--- config.mk ---
export PLATFORM = sky130hd
export DESIGN_NAME = periodic_wave_gen
export DESIGN_NICKNAME = d
export VERILOG_FILES = /design/src/rtl/pwg_pkg.sv /design/src/rtl/pwg_edge.sv /design/src/rtl/pwg_divider.sv /design/src/rtl/pwg_flags.sv /design/src/rtl/periodic_wave_gen.sv
export SDC_FILE = /design/constraint.sdc
export NUM_CORES = 1
export LEC_CHECK = 0
export CORE_MARGIN = 4
export CORE_UTILIZATION = 60
export DETAILED_ROUTE_END_ITERATION = 10
export PLACE_DENSITY = 0.82
export SLEW_MARGIN = 0
export SYNTH_ARGS = -nofsm -noshare
export SYNTH_HDL_FRONTEND = slang
export SYNTH_SLANG_ARGS = --single-unit
--- constraint.sdc ---
create_clock -name clk -period 6.6 [get_ports clk]
set_clock_uncertainty 0.2 [all_clocks]
set_input_delay 0.99 -clock clk [delete_from_list [all_inputs] [get_ports clk]]
set_output_delay 0.99 -clock clk [all_outputs]
set_load 0.01 [all_outputs]
--- src/rtl/pwg_pkg.sv ---
package pwg_pkg;
  localparam int unsigned RATE_W = 4;

  // Codes 1 and 2 stand in for codes 8 and 9
  function automatic logic [RATE_W-1:0] alias_code(input logic [RATE_W-1:0] raw);
    logic [RATE_W-1:0] res;
    case (raw)
      4'd1:    res = 4'd8;
      4'd2:    res = 4'd9;
      default: res = raw;
    endcase
    return res;
  endfunction

  // log2 of reference edges per full period
  function automatic logic [RATE_W-1:0] period_log2(input logic [RATE_W-1:0] code);
    return code - 4'd1;
  endfunction

  // count bit that carries the square wave
  function automatic logic [RATE_W-1:0] wave_tap(input logic [RATE_W-1:0] code);
    return code - 4'd2;
  endfunction
endpackage

--- src/rtl/pwg_edge.sv ---
module pwg_edge (
  input  logic clk,
  input  logic rst_n,
  input  logic ref_lvl,
  output logic tick
);
  logic ref_q;

  always_ff @(posedge clk) begin
    if (!rst_n) ref_q <= 1'b0;
    else        ref_q <= ref_lvl;
  end

  assign tick = ref_lvl & ~ref_q;
endmodule

--- src/rtl/pwg_divider.sv ---
module pwg_divider #(
  parameter int unsigned CNT_W = 14
) (
  input  logic                      clk,
  input  logic                      rst_n,
  input  logic                      tick,
  input  logic [pwg_pkg::RATE_W-1:0] rate_sel,
  output logic [CNT_W-1:0]          cnt_nxt,
  output logic                      active,
  output logic                      period_end
);
  import pwg_pkg::*;

  logic [RATE_W-1:0] code_q;
  logic [RATE_W-1:0] eff;
  logic [CNT_W-1:0]  cnt;
  logic [CNT_W-1:0]  mask;
  logic              restart;

  assign eff     = alias_code(rate_sel);
  assign active  = (eff != '0);
  assign restart = (rate_sel != code_q);
  assign mask    = (CNT_W'(1) << period_log2(eff)) - CNT_W'(1);

  always_comb begin
    if (restart || !active) cnt_nxt = '0;
    else if (tick)          cnt_nxt = cnt + CNT_W'(1);
    else                    cnt_nxt = cnt;
  end

  assign period_end = tick & active & ~restart & ((cnt & mask) == mask);

  always_ff @(posedge clk) begin
    if (!rst_n) begin
      cnt    <= '0;
      code_q <= '0;
    end else begin
      cnt    <= cnt_nxt;
      code_q <= rate_sel;
    end
  end

  AST_RESTART_CLEARS: assert property (@(posedge clk) disable iff (!rst_n)
    restart |=> (cnt == '0));
  AST_PERIOD_WRAPS: assert property (@(posedge clk) disable iff (!rst_n)
    period_end |=> ((cnt & $past(mask)) == '0));
endmodule

--- src/rtl/pwg_flags.sv ---
module pwg_flags (
  input  logic       clk,
  input  logic       rst_n,
  input  logic       set_evt,
  input  logic       ovr,
  input  logic       rd,
  input  logic       pie,
  output logic       pf,
  output logic       irq,
  output logic [7:0] rd_data
);
  always_ff @(posedge clk) begin
    if (!rst_n) pf <= 1'b0;
    else        pf <= (pf & ~rd) | (set_evt & ~ovr);
  end

  assign irq     = pf & pie;
  assign rd_data = {irq, pf, 6'b0};

  AST_READ_CLEARS: assert property (@(posedge clk) disable iff (!rst_n)
    (rd && !set_evt) |=> !pf);
  AST_NO_FLAG_IN_OVR: assert property (@(posedge clk) disable iff (!rst_n)
    $rose(pf) |-> !$past(ovr));
endmodule

--- src/rtl/periodic_wave_gen.sv ---
module periodic_wave_gen #(
  parameter int unsigned CNT_W = 14
) (
  input  logic       clk,
  input  logic       rst_n,
  input  logic       ref_32k,
  input  logic [3:0] rate_sel,
  input  logic       sqw_en,
  input  logic       pie,
  input  logic       ovr_full,
  input  logic       flag_rd,
  output logic       sqw_out,
  output logic       pflag,
  output logic       irq,
  output logic [7:0] flag_rdata
);
  import pwg_pkg::*;

  logic             tick;
  logic [CNT_W-1:0] cnt_nxt;
  logic [CNT_W-1:0] shifted;
  logic             active;
  logic             period_end;
  logic             wave;
  logic             sqw_d;

  pwg_edge u_edge (
    .clk    (clk),
    .rst_n  (rst_n),
    .ref_lvl(ref_32k),
    .tick   (tick)
  );

  pwg_divider #(.CNT_W(CNT_W)) u_div (
    .clk       (clk),
    .rst_n     (rst_n),
    .tick      (tick),
    .rate_sel  (rate_sel),
    .cnt_nxt   (cnt_nxt),
    .active    (active),
    .period_end(period_end)
  );

  assign shifted = cnt_nxt >> wave_tap(alias_code(rate_sel));
  assign wave    = active & shifted[0];

  always_comb begin
    if (ovr_full)    sqw_d = ref_32k;
    else if (sqw_en) sqw_d = wave;
    else             sqw_d = 1'b0;
  end

  always_ff @(posedge clk) begin
    if (!rst_n) sqw_out <= 1'b0;
    else        sqw_out <= sqw_d;
  end

  pwg_flags u_flags (
    .clk    (clk),
    .rst_n  (rst_n),
    .set_evt(period_end),
    .ovr    (ovr_full),
    .rd     (flag_rd),
    .pie    (pie),
    .pf     (pflag),
    .irq    (irq),
    .rd_data(flag_rdata)
  );

  AST_CODE0_LOW: assert property (@(posedge clk) disable iff (!rst_n)
    (rate_sel == 4'd0 && !ovr_full) |=> !sqw_out);
  AST_EN_OFF_LOW: assert property (@(posedge clk) disable iff (!rst_n)
    (!sqw_en && !ovr_full) |=> !sqw_out);
  AST_OVR_FOLLOWS: assert property (@(posedge clk) disable iff (!rst_n)
    ovr_full |=> (sqw_out == $past(ref_32k)));
endmodule

==> metrics.yaml, run 1 <==
ys_seq_area_frac: 0.2263
cts-root-buf: "clkbuf_4"
critPathRequiredTime_ns: 6.65
async_flop_share: 0
post_drt_via_cell_ratio: 6.393
place_hpwl_mm: 3.181
start_util: 0.6513
cap_violations: 0
synthCells: 234
hold_class: "reg -> reg"
fmax_mhz: 227.5
power.leakage_uw: 0.0006302
tns_ns: 0
power_frac_comb: 0.253
yosys.area.top_type: "dfxtp_1"
yosys.area.top_type_share: 0.2263
rsz0062_at_grt: "false"
path_clk_slew_ns: 0.11
ctsHtreeMaxLevel: 1
antenna_left: 0
postRouteWirelength_mm: 4.239
worstSetupPathType: "in -> reg"
netlist_area_um2: 1858
status: "complete, no violations"
postPlaceCellArea_um2: 1873
synthAdderAreaFrac: 0.02020
rrSetupSlack_ns: 4.29
swShare: 0.2964
postCtsHoldBufs: 0
wire_per_inst_um: 15.88
pre_cts_ws_ns: 1.911
synth_top_family_by_area: "simple AND/OR/NAND/NOR gates"
ys_top_cells_by_area: "dfxtp_1 (23%), xnor2_1 (5.2%), buf_4 (4.8%)"
synth-simple-area-share: 0.2923
power_switching_uw: 75.49
finalSetupViolCount: 0
worst_ep_arrival_time_ns: 4.44
grt_pass1_wl_mm: 7.134
portBuffers: 15
post_cts_buffers: 0
synth-warning-count: 0
drcViolationCount: 0
timing.final.crit_share: 0.6659
crit_fanout: 24
track_usage: 0.2180
clock_power_share: 0.238
grt_pass1_vias: 1479
cts_resized: 0
drtPass1Iterations: 5
die_h_um: 63.65
fillers: 251
synth.area.mux_share: 0.02155
overflow: 0
io_pins: 22
antenna_found_initial: 0
cts_tree: "yes"
placementRows: 19
ys_seq_elements: 21
r2r_start: "u_div.cnt[1]"
routed-via-count: 1707
hold-path-cell-count: 2
seq_power_share: 0.510
drt_iter0_drc: 139
rr_endpoint: "sqw_out"
hold_start: "u_flags.pf"
period_needed_ns: 4.395
insertedDiodeCount: 0
layout-drive-gt1-share: 0.07627
holdPathEnd: "u_flags.pf"
cts_max_path_buffers: 2
yosysUniqueCellTypes: 65
hold_viol: 0
cts_made_buffers: 3
core_area_um2: 2853
dieArea_um2: 4051
power_density_nw_per_um2: 134.0
end_kind: "flip-flop"
ir_worst_vdd_mv: 0.1606
internal-power_uw: 179.2
synth_xor_area_frac: 0.08013
avgSynthCellArea_um2: 7.940
slew_viol_final: 0
nets: 251
synth_compound_area_frac: 0.2175
timing.hold.ws_ns: 0.3210
cts_num_sinks: 21
area_growth_syn_to_layout_pct: 2.289
reg2reg_depth: 7
gp_congestion: 0.9446
die_width_um: 63.65
power.total_uw: 254.6
synth_edf_count: 0
clock_latency_ns: 0.31
setup_ws_ns: 2.205
synthFlopType: "dfxtp_1"
worst_setup_path_start_kind: "input pin"
design_area_um2: 1901
grt_max_degree: 31
[layer usage]
layer  vias to the layer above  track usage  share of wire
li1                        842            -              -
met1                       755       0.2928           0.43
met2                        98       0.3416           0.44
met3                        12      0.06217           0.11
met4                         0      0.05391          0.014
met5                         -            0              0
[power groups by stage]
| stage | sequential (uW) | clock (uW) | combinational [uW] |
|---|---|---|---|
| 5_1_grt | 130 | 71.1 | 70.5 |
| 6_report | 130 | 60.5 | 64.4 |
| 3_5_place_dp | 133 | 0 | 63.1 |
| 4_1_cts | 130 | 62.5 | 63.4 |
| 3_3_place_gp | 133 | 0 | 62.9 |
| 2_1_floorplan | 133 | 0 | 55.1 |
[worst max path at each step]
stage | start | endpoint | slack, ns | cells after the start
after global placement | rate_sel[3] | u_flags.pf | 2.03 | 13
after CTS | rate_sel[2] | u_flags.pf | 2.22 | 13
after floorplan | rate_sel[1] | u_flags.pf | 2.73 | 14
after detailed placement | rate_sel[3] | u_flags.pf | 1.91 | 13
after global routing | rate_sel[3] | u_flags.pf | 1.91 | 13
final | rate_sel[2] | u_flags.pf | 2.21 | 13
[through the flow]
step                      utilization  instances
after detailed placement       0.6566        263
after global routing           0.6662        267
final                          0.6662        267
after CTS                      0.6662        267
after global placement         0.6566        263
after floorplan                     -        239
[flip-flops by register name, indices dropped and copies added, names as in the netlist]
register,cells
u_div.cnt,14
u_div.code_q,4
sqw_out,1
u_edge.ref_q,1
u_flags.pf,1
[worst max-delay path, stage by stage]
cell and delay (ns):
clkdlybuf4s50_1 0.46, buf_4 0.25, or2_4 0.19, o21ai_0 0.14
ha_1 0.35, nor2_1 0.16, nand2_1 0.10, ha_1 0.34
nor2b_1 0.23, a2111oi_1 0.40, o221ai_1 0.18, or4_1 0.52
o21ai_1 0.13
[synthesized netlist by cell type, types with 2 or more instances]
cell type   n
or2_1       2
buf_4      12
xor2_1      6
buf_2       2
a22oi_1     2
nand4_1     5
and4_1      3
or3_1       2
nand4b_1    2
buf_6       5
o211ai_1    2
o21bai_1    2
o21ai_2     2
mux2i_1     4
nor2_1     22
nor3_1      4
a21boi_0    3
nand3_1     6
clkbuf_8    4
nor4_1      3
xnor2_1    11
a221oi_1    3
a32oi_1     4
clkbuf_1    3
and2_1      8
nand2_1    13
inv_1       8
nand2b_1    3
dfxtp_1    21
ha_1        3
o21ai_1     3
and3_1      3
a31oi_1     3
conb_1      2
nor2b_1     7
o21ai_0     8
a21oi_1     9
nor4_2      2
[layout make-up]
cell class	instances	area (um2)	share of cell area
flip-flops and latches	21	420.4	0.2212
repair buffers	19	180.2	0.09480
multi-input cells	183	1200	0.6313
clock buffers	3	22.52	0.01185
inverters	9	33.78	0.01777
clock inverters	1	5.005	0.002633
well taps	31	38.79	0.02041
[logic make-up (layout without fill, tap and decap cells)]
| logic type | after synthesis | after routing |
|---|---|---|
| mux | 4 | 4 |
| fa+ha+maj | 3 | 3 |
| simple gates | 95 | 95 |
| xor+xnor | 17 | 17 |
| compound gates | 57 | 57 |
| flops | 21 | 21 |
| buf+inv | 35 | 32 |
| other cells | 2 | 7 |
[cell usage in the layout (no fill, tap or decap), drive strengths merged, types with 5 or more instances in the layout]
cell type / instances
conb: 7
nand2: 13
a21oi: 9
nand4: 5
dfxtp: 21
and2: 9
nor2b: 7
xnor2: 11
inv: 9
nor4: 5
nand3: 6
nor2: 22
xor2: 6
o21ai: 13
clkdlybuf4s50: 15
(Power assumes the default switching activity.)
==> run 2, diff against run 1 <==
CORE_UTILIZATION = 56   (was 60)
PLACE_DENSITY = 0.77   (was 0.82)
clock period = 4.51 ns   (was 6.6 ns; I/O delays follow)
==> metrics.yaml, run 2 (synthesized netlist as in run 1, its figures left out) <==
layout-drive-gt1-share: 0.08017
tns_ns: 0
worst_ep_arrival_time_ns: 3.84
postCtsHoldBufs: 0
final_core_util: 0.6210
cts-root-buf: "clkbuf_4"
rrSetupSlack_ns: 2.20
track_usage: 0.2164
power.leakage_uw: 0.0006313
io_pins: 22
grt_pass1_wl_mm: 7.396
die_h_um: 65.60
slew_viol_final: 0
hold_viol: 0
clock_latency_ns: 0.32
finalSetupViolCount: 0
core_area_um2: 3103
hold_class: "reg -> reg"
place_hpwl_mm: 3.322
cap_violations: 0
fillers: 283
overflow: 0
post_cts_buffers: 0
grt_max_degree: 30
holdPathEnd: "u_flags.pf"
timing.hold.ws_ns: 0.3163
status: "complete, no violations"
reg.largest.list: "u_div.cnt x14, u_div.code_q x4"
postPlaceCellArea_um2: 1897
r2r_start: "u_div.cnt[1]"
fmax_mhz: 263.6
antenna_left: 0
start_util: 0.5988
grt_use_met2: 0.3363
design_area_um2: 1927
postRouteWirelength_mm: 4.408
area_growth_syn_to_layout_pct: 3.704
grt_pass1_vias: 1602
largest_register_ffs: 14
power.total_uw: 380.7
final_common_cell: "nor2_1"
routed-via-count: 1735
rsz0062_at_grt: "false"
worstSetupPathType: "in -> reg"
ir_worst_vdd_mv: 0.1565
cts_max_path_buffers: 2
rr_endpoint: "sqw_out"
cts_made_buffers: 3
worst_setup_path_start_kind: "input pin"
wire_per_inst_um: 15.69
cts_resized: 0
crit_fanout: 11
busiest_layer: "met2"
most-common-layout-cells: "nor2_1 (22), dfxtp_1 (21), clkdlybuf4s50_1 (15)"
nets: 252
insertedDiodeCount: 0
post_drt_via_cell_ratio: 6.174
antenna_found_initial: 0
cts_tree: "yes"
reg2reg_depth: 7
met3_usage: 0.04103
largest_register: "u_div.cnt"
cts_num_sinks: 21
critPathRequiredTime_ns: 4.55
hold-path-cell-count: 2
die_width_um: 65.60
dieArea_um2: 4303
drt_iter0_drc: 91
grtUsageMet1: 0.2859
end_kind: "flip-flop"
gp_congestion: 0.9644
ctsHtreeMaxLevel: 1
hold_start: "u_flags.pf"
drcViolationCount: 0
placementRows: 20
timing.final.crit_share: 0.8412
drtPass1Iterations: 4
period_needed_ns: 3.794
portBuffers: 15
power_density_nw_per_um2: 197.6
path_clk_slew_ns: 0.11
-- run 2: changes by cell type in the layout (fill, tap and decap cells not counted) --
cell,previous run,this run
buf_4,4,5
clkinv_2,1,0
clkinvlp_4,0,1
-- run 2: through the flow --
step / setup WS [ns] / cells
2_1_floorplan: 0.9541 / 239
3_3_place_gp: 0.4584 / 277
3_5_place_dp: 0.4416 / 277
4_1_cts: 0.7660 / 281
5_1_grt: 0.4957 / 281
6_report: 0.7160 / 281
-- run 2: worst max-delay path by stage --
stage                start    endpoint  slack (ns)  depth (start not counted)
3_3_place_gp   rate_sel[2]  u_flags.pf        0.46                         12
2_1_floorplan  rate_sel[1]  u_flags.pf        0.95                         14
4_1_cts        rate_sel[2]  u_flags.pf        0.77                         13
5_1_grt        rate_sel[2]  u_flags.pf        0.50                         12
3_5_place_dp   rate_sel[2]  u_flags.pf        0.44                         13
6_report       rate_sel[2]  u_flags.pf        0.72                         13
-- run 2: critical path, stage by stage --
cell             delay, ns
clkdlybuf4s50_1       0.42
or2_4                 0.28
o21ai_0               0.41
ha_1                  0.40
nor2_1                0.10
nand2_1               0.10
ha_1                  0.17
buf_4                 0.17
nor2_1                0.08
a41oi_1               0.22
o221ai_1              0.14
or4_1                 0.54
o21ai_1               0.13
-- run 2: per-layer routing --
| layer | vias to the layer above | wire (um) |
|---|---|---|
| li1 | 840 | - |
| met1 | 804 | 1982 |
| met2 | 75 | 1943 |
| met3 | 16 | 360 |
| met4 | 0 | 122 |
| met5 | - | 0 |
-- run 2: area by class of cell --
class	count	area [um2]	area share
Clock buffer	3	22.52	0.01169
Sequential cell	21	420.4	0.2182
Timing Repair Buffer	20	187.7	0.09740
Clock inverter	1	7.507	0.003896
Inverter	9	33.78	0.01753
Multi-Input combinational cell	183	1200	0.6227
Tap cell	44	55.05	0.02857
-- run 2: power by group --
part | switching [uW] | internal [uW]
sequential | 1.64 | 189
combinational | 54.4 | 41.3
clock | 61.1 | 33.8
